--- config.mk ---
export PLATFORM = sky130hd
export DESIGN_NAME = uart_irq_status
export DESIGN_NICKNAME = d
export VERILOG_FILES = /design/src/rtl/uirq_pkg.sv /design/src/rtl/uirq_txe_latch.sv /design/src/rtl/uirq_prio_enc.sv /design/src/rtl/uart_irq_status.sv
export SDC_FILE = /design/constraint.sdc
export NUM_CORES = 1
export LEC_CHECK = 0
export BUFFER_PORTS_ARGS = -buffer_cell sky130_fd_sc_hd__clkbuf_2
export CAP_MARGIN = 10
export CORE_AREA = 2 2 39 41
export CTS_BUF_LIST = sky130_fd_sc_hd__clkbuf_16
export CTS_CLUSTER_DIAMETER = 40
export DETAILED_ROUTE_END_ITERATION = 12
export DIE_AREA = 0 0 41 43
export SLEW_MARGIN = 20
export SYNTH_ARGS = -nofsm -noshare
export SYNTH_HDL_FRONTEND = slang
export SYNTH_SLANG_ARGS = --single-unit
--- constraint.sdc ---
create_clock -name clk -period 1.19 [get_ports clk]
set_clock_uncertainty 0.1 [all_clocks]
set_input_delay 0.1785 -clock clk [delete_from_list [all_inputs] [get_ports clk]]
set_output_delay 0.1785 -clock clk [all_outputs]
set_load 0.01 [all_outputs]
--- src/rtl/uirq_pkg.sv ---
package uirq_pkg;
  localparam int LVL_N  = 4;
  localparam int CODE_W = 3;
  localparam int IER_W  = 4;

  // level index, 0 = highest priority
  localparam int LVL_LINE  = 0;
  localparam int LVL_RX    = 1;
  localparam int LVL_TXE   = 2;
  localparam int LVL_MODEM = 3;

  localparam logic [CODE_W-1:0] CODE_LINE  = 3'b011;
  localparam logic [CODE_W-1:0] CODE_RXD   = 3'b010;
  localparam logic [CODE_W-1:0] CODE_RXTMO = 3'b110;
  localparam logic [CODE_W-1:0] CODE_TXE   = 3'b001;
  localparam logic [CODE_W-1:0] CODE_MODEM = 3'b000;

  localparam logic [IER_W-1:0] IER_RESET = 4'b0010;

  function automatic int ier_bit_of(input int lvl);
    case (lvl)
      LVL_LINE:  return 2;
      LVL_RX:    return 0;
      LVL_TXE:   return 1;
      default:   return 3;
    endcase
  endfunction
endpackage

--- src/rtl/uirq_txe_latch.sv ---
module uirq_txe_latch (
  input  logic clk,
  input  logic rst_n,
  input  logic cond,
  input  logic arm_wr,
  input  logic ack,
  output logic pend
);
  logic cond_d;

  always_ff @(posedge clk or negedge rst_n) begin
    if (!rst_n) begin
      cond_d <= 1'b1;
      pend   <= 1'b1;
    end else begin
      cond_d <= cond;
      if (!cond)
        pend <= 1'b0;
      else if (arm_wr || !cond_d)
        pend <= 1'b1;
      else if (ack)
        pend <= 1'b0;
    end
  end
endmodule

--- src/rtl/uirq_prio_enc.sv ---
module uirq_prio_enc #(
  parameter int N = 4,
  parameter int W = 3
) (
  input  logic [N-1:0]   req,
  input  logic [N*W-1:0] codes,
  output logic           hit,
  output logic [N-1:0]   grant,
  output logic [W-1:0]   code
);
  always_comb begin
    hit   = 1'b0;
    grant = '0;
    code  = '0;
    for (int i = N-1; i >= 0; i--) begin
      if (req[i]) begin
        hit   = 1'b1;
        grant = '0;
        grant[i] = 1'b1;
        code  = codes[i*W +: W];
      end
    end
  end
endmodule

--- src/rtl/uart_irq_status.sv ---
module uart_irq_status
  import uirq_pkg::*;
(
  input  logic             clk,
  input  logic             rst_n,
  input  logic             line_cond,
  input  logic             rx_trig,
  input  logic             rx_tmo,
  input  logic             txe_cond,
  input  logic             modem_cond,
  input  logic             ier_wr,
  input  logic [IER_W-1:0] ier_wdata,
  input  logic             fifo_on,
  input  logic             irq_oe,
  input  logic             isr_rd,
  output logic [7:0]       isr_val,
  output logic             irq
);
  localparam int TXE_BIT = ier_bit_of(LVL_TXE);

  logic [IER_W-1:0]        ier_q;
  logic                    txe_pend;
  logic [LVL_N-1:0]        raw;
  logic [LVL_N-1:0]        req;
  logic [LVL_N-1:0]        grant;
  logic [LVL_N*CODE_W-1:0] codes;
  logic                    hit;
  logic [CODE_W-1:0]       code;

  always_ff @(posedge clk or negedge rst_n) begin
    if (!rst_n)
      ier_q <= IER_RESET;
    else if (ier_wr)
      ier_q <= ier_wdata;
  end

  uirq_txe_latch u_txe (
    .clk    (clk),
    .rst_n  (rst_n),
    .cond   (txe_cond),
    .arm_wr (ier_wr && ier_wdata[TXE_BIT]),
    .ack    (isr_rd && grant[LVL_TXE]),
    .pend   (txe_pend)
  );

  always_comb begin
    raw             = '0;
    raw[LVL_LINE]   = line_cond;
    raw[LVL_RX]     = rx_trig || rx_tmo;
    raw[LVL_TXE]    = txe_pend;
    raw[LVL_MODEM]  = modem_cond;
    codes = '0;
    codes[LVL_LINE*CODE_W  +: CODE_W] = CODE_LINE;
    codes[LVL_RX*CODE_W    +: CODE_W] = rx_trig ? CODE_RXD : CODE_RXTMO;
    codes[LVL_TXE*CODE_W   +: CODE_W] = CODE_TXE;
    codes[LVL_MODEM*CODE_W +: CODE_W] = CODE_MODEM;
  end

  for (genvar g = 0; g < LVL_N; g++) begin : g_mask
    assign req[g] = raw[g] && ier_q[ier_bit_of(g)];
  end

  uirq_prio_enc #(.N(LVL_N), .W(CODE_W)) u_enc (
    .req   (req),
    .codes (codes),
    .hit   (hit),
    .grant (grant),
    .code  (code)
  );

  assign isr_val = {fifo_on, fifo_on, 2'b00, code, !hit};
  assign irq     = irq_oe && hit;
endmodule

==> results of run 1 <==
-- layout make-up --
class | instances | area share
Timing Repair Buffer | 25 | 0.264
Inverter | 2 | 0.0134
Multi-Input combinational cell | 20 | 0.271
Sequential cell | 6 | 0.275
Tap cell | 16 | 0.0358
Clock buffer | 3 | 0.134
Clock inverter | 1 | 0.00671
-- state kept, by name (all words and copies together) (netlist names) --
register,cells
ier_q,4
u_txe.pend,1
u_txe.cond_d,1
-- layer usage --
| metal | GRT usage | up-vias | wire length, um |
|---|---|---|---|
| met2 | 0.134 | 18 | 318 |
| li1 | - | 150 | - |
| met1 | 0.120 | 126 | 278 |
| met5 | 0 | - | 0 |
| met3 | 0.0628 | 0 | 92 |
| met4 | 0.0600 | 0 | 0 |
-- metrics by stage --
step	setup TNS (ns)	power [mW]	hold slack [ns]	area, um^2
CTS	-0.753	0.931	0.0714	544
detailed placement	-0.0475	0.361	-0.0887	424
floorplan	0	0.303	-0.217	314
global route	-1.11	0.975	0.0855	559
finish	-0.724	0.929	0.0688	559
global placement	-0.0365	0.359	-0.0908	424
-- worst max-delay path, stage by stage (launching register included) --
cell	delay (ns)
dfstp_2	0.52
inv_2	0.04
o21ai_2	0.13
o21a_1	0.12
buf_2	0.12
-- layout by cell type (no fill, tap or decap), types with 2 or more instances in the layout --
cell,synthesis,layout
clkbuf_2,0,14
o21a_1,2,2
dfstp_2,3,3
conb_1,1,2
dfrtp_1,3,3
inv_2,0,2
mux2_1,3,3
nand2_2,0,2
buf_2,0,4
buf_4,4,5
clkbuf_16,0,3
nand2_1,6,4
dlygate4sd3_1,0,2
-- report_power, final --
part	internal, mW	switching, mW	total (mW)	leakage (nW)
clock network	0.435	0.109	0.545	0.0423
registers	0.229	0.0114	0.240	0.0666
logic	0.0765	0.0679	0.144	0.173
total	0.740	0.189	0.929	0.282
-- worst max-delay path by stage --
stage	slack, ns	to	from
3_5_place_dp	-0.05	irq	ier_q[1]$_DFFE_PN1P_
3_3_place_gp	-0.04	irq	ier_q[1]$_DFFE_PN1P_
6_report	-0.24	irq	ier_q[1]$_DFFE_PN1P_
4_1_cts	-0.28	irq	u_txe.pend$_DFFE_PN1P_
2_1_floorplan	0.04	irq	ier_q[1]$_DFFE_PN1P_
5_1_grt	-0.30	irq	ier_q[1]$_DFFE_PN1P_
-- cell families after synthesis --
group	share of synthesized area
compound gates	0.137
other cells	0.0121
flops	0.496
simple gates	0.125
buf+inv	0.121
mux	0.109
-- repair_timing --
item / CTS / global route
hold endpoints to repair: 7 / 0
endpoints found under the setup margin: 5 / 6
hold buffers: 2 / 0
setup buffers: 0 / 1
pin swaps: 4 / 4
resized for setup: 6 / 6
==> out/metrics.cfg, run 1 <==
[run_status]
status = finished, violations left
violations = negative setup slack

[global_routing]
grt_pass1_vias = 306
grt_pass1_wl_um = 1150
grt_max_degree = 7
grt_overflow = 0
grt_use_total = 0.101
antenna_found_initial = 0

[placement]
pre_cts_ws_ns = -0.0475
gp_congestion = 0.633
dp.cells = 66
port-buffer-count = 18
dp.final_hpwl_um = 539

[worst_setup_path]
rrSetupSlack_ns = 0.07
required_ns = 0.91
path_class = flop to primary output
regToRegEndpoint = u_txe.pend$_DFFE_PN1P_
regToRegStartpoint = u_txe.pend$_DFFE_PN1P_
reg2reg_depth = 4
critPathMaxFanout = 2
critPathLaunchType = flop
end_kind = primary output
worstPathArrival_ns = 1.16

[hold_path]
min_to = ier_q[0]$_DFFE_PN0P_
whs_path_depth = 2
hp-class = input port to flop
min-delay-start = ier_wdata[0]

[detailed_routing]
wl_per_cell_um = 9.44
drt_iter0_markers = 4
first_pass_iters = 4
wl_um = 689
ant_nets = 0
viasPerCell = 4.03
drc = 0
vias = 294

[sta]
clock.fmax_ghz = 0.697
grt_setup_unrepaired = yes
setup_violations = 5
min_period_ns = 1.43
setup_ws_ns = -0.244
hold_viol_final = 0
post-route-period-util = 1.21
slew_viol_final = 0

[clock_network]
clock_path_buffers = 2
worstSkewPairLatency_ns = 0.23
cts_buffers = 3
clockRootBuffer = clkbuf_16
h-tree-depth = 1
cts_tree = yes
clk_pin_slew_worst_paths_ns = 0.03
cts_sinks = 6

[floorplan]
start_util = 0.224
die_w_um = 41
die_y_um = 43
io_pins = 24
std_cell_rows = 14
fp.dieArea_um2 = 1760
core_um2 = 1380

[synth]
synth-main-ff-cell = dfstp_2
synthTopCellsByCount = nand2_1 (6), buf_4 (4), dfrtp_1 (3), dfstp_2 (3), mux2_1 (3)
synthTopCellsByArea = dfstp_2 (25%), dfrtp_1 (24%), mux2_1 (11%)
yosysWarningCount = 0
synth_edf_count = 0
ys_types = 15
ys_ff_latch = 6
synthArstFlopShare = 1.00
syn_inst = 31
synth_top_area_share = 0.254
synth_top_cell_by_area = dfstp_2
avgSynthCellArea_um2 = 10.0
synthMostInstantiatedCell = nand2_1
ys_seq_area_frac = 0.496
syn_area_um2 = 310

[finish]
antenna_cells = 0
seqCellArea_um2 = 154
final_cells = 73
multi_input_area_um2 = 151
drive_gt1_frac = 0.649
area_growth_pct = 80.2
fillCellCount = 146
final_util = 0.404
fin_nets = 73

[power_and_ir_drop]
peakVddDrop_mv = 0.777
powerDensity_nw_per_um2 = 1660
p_leak_nw = 0.282

[run]
drv_cap = 0

No activity file was read; power rests on OpenSTA's default activity.
==> inputs of run 2 (changes only) <==
Settings changed: CTS_BUF_LIST sky130_fd_sc_hd__clkbuf_16 to unset.
==> out/metrics.cfg, run 2 (same netlist as run 1, synthesis figures left out) <==
[run_status]
status = finished, violations left  ; unchanged
violations = negative setup slack  ; unchanged

[placement]
dp.final_hpwl_um = 539  ; unchanged
gp_congestion = 0.633  ; unchanged
port-buffer-count = 18  ; unchanged
dp.cells = 66  ; unchanged

[clock_network]
cts_tree = yes  ; unchanged
h-tree-depth = 1  ; unchanged
cts_sinks = 6  ; unchanged
clock_path_buffers = 2  ; unchanged
worstSkewPairLatency_ns = 0.24  ; was 0.23 ns
clk_pin_slew_worst_paths_ns = 0.05  ; was 0.03 ns
cts_buffers = 3  ; unchanged
clockRootBuffer = clkbuf_4  ; was clkbuf_16

[global_routing]
grt_overflow = 0  ; unchanged
grt_use_total = 0.0943  ; was 0.101
antenna_found_initial = 0  ; unchanged
grt_pass1_vias = 308  ; was 306
grt_pass1_wl_um = 1110  ; was 1150 um
grt_max_degree = 7  ; unchanged

[power_and_ir_drop]
internal_power_mw = 0.431  ; was 0.740 mW
seq_power_share = 0.413  ; was 0.258
p_leak_nw = 0.254  ; was 0.282 nW
p_clk_frac = 0.337  ; was 0.586
p_comb_frac = 0.249  ; was 0.155
powerDensity_nw_per_um2 = 1140  ; was 1660 nW/um^2
peakVddDrop_mv = 0.516  ; was 0.777 mV
swShare = 0.256  ; was 0.203
p_sw_mw = 0.148  ; was 0.189 mW

[sta]
setup_ws_ns = -0.262  ; was -0.244 ns
hold_viol_final = 0  ; unchanged
slew_viol_final = 0  ; unchanged
grt_setup_unrepaired = yes  ; unchanged
setup_violations = 5  ; unchanged
post-route-period-util = 1.22  ; was 1.21
holdWs_ns = 0.0545  ; was 0.0688 ns
clock.fmax_ghz = 0.689  ; was 0.697 GHz
min_period_ns = 1.45  ; was 1.43 ns

[floorplan]
core_um2 = 1380  ; unchanged
die_y_um = 43  ; unchanged
die_w_um = 41  ; unchanged
fp.dieArea_um2 = 1760  ; unchanged
start_util = 0.224  ; unchanged
std_cell_rows = 14  ; unchanged
io_pins = 24  ; unchanged

[detailed_routing]
drc = 0  ; unchanged
first_pass_iters = 4  ; unchanged
ant_nets = 0  ; unchanged
viasPerCell = 3.99  ; was 4.03
vias = 291  ; was 294
wl_um = 667  ; was 689 um
drt_iter0_markers = 5  ; was 4
wl_per_cell_um = 9.14  ; was 9.44 um

[finish]
largest_reg_flops = 4  ; unchanged
largest_register = ier_q  ; unchanged
final_cells = 73  ; unchanged
mostFrequentLayoutCells = clkbuf_2 (14), buf_4 (5), nand2_1 (4), buf_2 (4)  ; unchanged
largestRegisters = ier_q (4), u_txe.cond_d (1), u_txe.pend (1)  ; unchanged
final_common_cell = clkbuf_2  ; unchanged
antenna_cells = 0  ; unchanged
drive_gt1_frac = 0.649  ; unchanged
fin_nets = 73  ; unchanged
area_growth_pct = 63.3  ; was 80.2%

[worst_setup_path]
path_buf_inv = 2  ; unchanged
cp_top_family = flip-flops  ; unchanged
cp_slowest_cell = dfstp_2  ; unchanged
end_kind = primary output  ; unchanged
crit_chain = inv_2 -> o21ai_2 -> o21a_1 -> buf_2  ; unchanged
critPathMaxFanout = 2  ; unchanged
critPathLaunchType = flop  ; unchanged
worstPathArrival_ns = 1.17  ; was 1.16 ns
max_stage_delay_ns = 0.53  ; was 0.52 ns
required_ns = 0.91  ; about the same
path_class = flop to primary output  ; unchanged

[hold_path]
hp-class = input port to flop  ; unchanged

[run]
drv_cap = 0  ; unchanged

-- run 2: cell types whose count changed in the layout (fill, tap and decap cells not counted) --
| cell | change |
|---|---|
| inv_1 | -1 |
| clkbuf_1 | +1 |
| clkbuf_16 | -3 |
| clkbuf_4 | +3 |
-- run 2: cell type report --
type | count | area (um^2)
Sequential cell | 6 | 154
Timing Repair Buffer | 25 | 148
Tap cell | 16 | 20.0
Fill cell | 150 | 877
Clock buffer | 4 | 26.3
Inverter | 2 | 7.51
Multi-Input combinational cell | 20 | 151
-- run 2: worst register-to-register path, cell delays in order (launching register included) --
cell	delay (ns)
dfstp_2	0.53
inv_2	0.04
buf_4	0.12
a41oi_2	0.15
o21a_1	0.13
-- run 2: worst paths after layout --
check                                  startpoint                endpoint  slack [ns]  depth (start not counted)
hold reg to reg              ier_q[3]$_DFFE_PN0P_    ier_q[3]$_DFFE_PN0P_        0.41                          1
min in group asynchronous                   rst_n    ier_q[2]$_DFFE_PN0P_        0.20                          2
setup reg to reg           u_txe.pend$_DFFE_PN1P_  u_txe.pend$_DFFE_PN1P_        0.07                          4
setup / recovery             ier_q[1]$_DFFE_PN1P_                     irq       -0.26                          4
hold / removal                       ier_wdata[0]    ier_q[0]$_DFFE_PN0P_        0.05                          2
max in group asynchronous                   rst_n  u_txe.cond_d$_DFF_PN1_        0.56                          2
-- run 2: per-layer routing --
metal  global-route usage  routed length, um  up-vias
met5                    0                  0        -
met4               0.0600                  0        0
met3               0.0314                 71        0
met2                0.134                319       16
met1                0.116                277      125
li1                     -                  -      150
-- run 2: what timing repair did --
action                     4_1_cts  5_1_grt
resized for setup                6        6
hold endpoints to repair         7        0
setup endpoints to repair        5        6
buffers inserted                 0        1
pin swaps                        4        4
hold buffers                     2        0
-- run 2: metrics by stage --
stage          setup WS [ns]  cell area (um^2)  total power, mW  TNS, ns   util
2_1_floorplan         0.0422               314            0.303        0      -
3_3_place_gp         -0.0365               424            0.359  -0.0365  0.307
3_5_place_dp         -0.0475               424            0.361  -0.0475  0.307
4_1_cts               -0.297               492            0.585   -0.870  0.355
5_1_grt               -0.331               507            0.627    -1.26  0.366
6_report              -0.262               507            0.579   -0.809  0.366
-- run 2: power groups by stage --
stage                     logic (mW)  registers (mW)  clock network, mW
final                          0.144           0.239              0.195
after global routing           0.163           0.243              0.221
after CTS                      0.138           0.239              0.208
after detailed placement       0.122           0.239                  0
after global placement         0.120           0.239                  0
after floorplan               0.0660           0.237                  0
==> inputs of run 3 (changes only) <==
Settings changed: CAP_MARGIN 10 to 20, RECOVER_POWER set to 100.
==> out/metrics.cfg, run 3 (same netlist as run 1, synthesis figures left out) <==
[worst_setup_path]
regToRegStartpoint = u_txe.pend$_DFFE_PN1P_  ; unchanged
path_class = flop to primary output  ; unchanged
worstPathArrival_ns = 1.17  ; about the same
crit_chain = inv_2 -> o21ai_2 -> o21a_1 -> buf_2  ; unchanged
cp_slowest_cell = dfstp_2  ; unchanged
max_stage_delay_ns = 0.53  ; about the same
end_kind = primary output  ; unchanged
required_ns = 0.91  ; about the same
crit_start = ier_q[1]$_DFFE_PN1P_  ; unchanged
critPathMaxFanout = 2  ; unchanged
critPathLaunchType = flop  ; unchanged

[global_routing]
use_met1 = 0.116  ; unchanged
grt_overflow = 0  ; unchanged
grt_max_degree = 7  ; unchanged
grtUsageMet2 = 0.134  ; unchanged
grt_use_total = 0.0943  ; unchanged
grt_pass1_vias = 308  ; unchanged
grt.met3_usage = 0.0314  ; unchanged
grt.busiest_layer = met2  ; unchanged
antenna_found_initial = 0  ; unchanged
grt_pass1_wl_um = 1110  ; unchanged

[finish]
final_common_cell = clkbuf_2  ; unchanged
mostFrequentLayoutCells = clkbuf_2 (12), buf_4 (5), nand2_1 (4), buf_2 (4)  ; was clkbuf_2 (14), buf_4 (5), nand2_1 (4), buf_2 (4)
antenna_cells = 0  ; unchanged
area_growth_pct = 62.5  ; was 63.3%
fin_nets = 73  ; unchanged
largest_register = ier_q  ; unchanged
largestRegisters = ier_q (4), u_txe.cond_d (1), u_txe.pend (1)  ; unchanged
final_cells = 73  ; unchanged
largest_reg_flops = 4  ; unchanged
drive_gt1_frac = 0.614  ; was 0.649

[floorplan]
std_cell_rows = 14  ; unchanged
core_um2 = 1380  ; unchanged
io_pins = 24  ; unchanged
die_y_um = 43  ; unchanged
die_w_um = 41  ; unchanged
fp.dieArea_um2 = 1760  ; unchanged
start_util = 0.224  ; unchanged

[placement]
port-buffer-count = 18  ; unchanged
gp_congestion = 0.633  ; unchanged
pre_cts_ws_ns = -0.0475  ; unchanged
dp.cells = 66  ; unchanged
dp.final_hpwl_um = 539  ; unchanged

[power_and_ir_drop]
powerDensity_nw_per_um2 = 1150  ; was 1140 nW/um^2
p_leak_nw = 0.248  ; was 0.254 nW
power_mw = 0.578  ; was 0.579 mW
peakVddDrop_mv = 0.516  ; about the same

[sta]
clock.fmax_ghz = 0.689  ; unchanged
grt_setup_unrepaired = yes  ; unchanged
fin_tns_setup_ns = -0.809  ; about the same
min_period_ns = 1.45  ; unchanged
setup_violations = 5  ; unchanged
hold_viol_final = 0  ; unchanged
slew_viol_final = 0  ; unchanged
holdWs_ns = 0.0545  ; about the same
setup_ws_ns = -0.262  ; unchanged
post-route-period-util = 1.22  ; unchanged

[detailed_routing]
wl_um = 670  ; was 667 um
vias = 291  ; unchanged
ant_nets = 0  ; unchanged
viasPerCell = 3.99  ; unchanged
wl_per_cell_um = 9.18  ; was 9.14 um
drt_iter0_markers = 5  ; unchanged
first_pass_iters = 4  ; unchanged
drc = 0  ; unchanged

[clock_network]
cts_tree = yes  ; unchanged
cts_buffers = 3  ; unchanged
clockRootBuffer = clkbuf_4  ; unchanged
h-tree-depth = 1  ; unchanged
clk_pin_slew_worst_paths_ns = 0.05  ; about the same
clock_path_buffers = 2  ; unchanged
cts_sinks = 6  ; unchanged
worstSkewPairLatency_ns = 0.24  ; about the same

[hold_path]
hp-class = input port to flop  ; unchanged
min-delay-start = ier_wdata[0]  ; unchanged

[run_status]
violations = negative setup slack  ; unchanged
status = finished, violations left  ; unchanged

[run]
drv_cap = 0  ; unchanged

run 3: worst paths after layout:
kind	cells past startpoint	slack (ns)	end
worst max-delay path	4	-0.26	irq
worst min-delay path	2	0.05	ier_q[0]$_DFFE_PN0P_
worst max register to register	4	0.07	u_txe.pend$_DFFE_PN1P_
worst min register to register	1	0.41	ier_q[3]$_DFFE_PN0P_
max in group asynchronous	2	0.46	u_txe.cond_d$_DFF_PN1_
min in group asynchronous	2	0.24	ier_q[2]$_DFFE_PN0P_
run 3: critical path, delay by kind of cell, from the launching register on:
family,cells,cell delay (ns)
AO/OA/AOI/OAI,2,0.25
buffers and inverters,2,0.16
flip-flops,1,0.53
run 3: metrics by stage:
stage / area (um^2) / util
after floorplan: 314 / -
after global placement: 424 / 0.307
after detailed placement: 424 / 0.307
after CTS: 492 / 0.355
after global routing: 504 / 0.364
final: 504 / 0.364
run 3: area by class of cell:
class,instances,area [um^2]
Timing Repair Buffer,25,145
Sequential cell,6,154
Fill cell,151,880
Tap cell,16,20.0
Multi-Input combinational cell,20,151
Inverter,2,7.51
Clock buffer,4,26.3
run 3: power breakdown:
| part | switching, mW | total [mW] | internal [mW] |
|---|---|---|---|
| combinational | 0.0679 | 0.143 | 0.0756 |
| sequential | 0.0115 | 0.240 | 0.228 |
| clock | 0.0687 | 0.195 | 0.127 |
| total | 0.148 | 0.578 | 0.430 |
run 3: what timing repair did:
action,in CTS,in global routing
buffers inserted,0,1
hold buffers,2,0
resized for setup,6,6
endpoints found under the hold margin,7,0
setup endpoints to repair,5,6
pin swaps,4,4
run 3: routing by layer:
layer  up-vias  part of all wire
met3         0              0.11
met1       125              0.42
met5         -                 0
met4         0                 0
li1        150                 -
met2        16              0.48
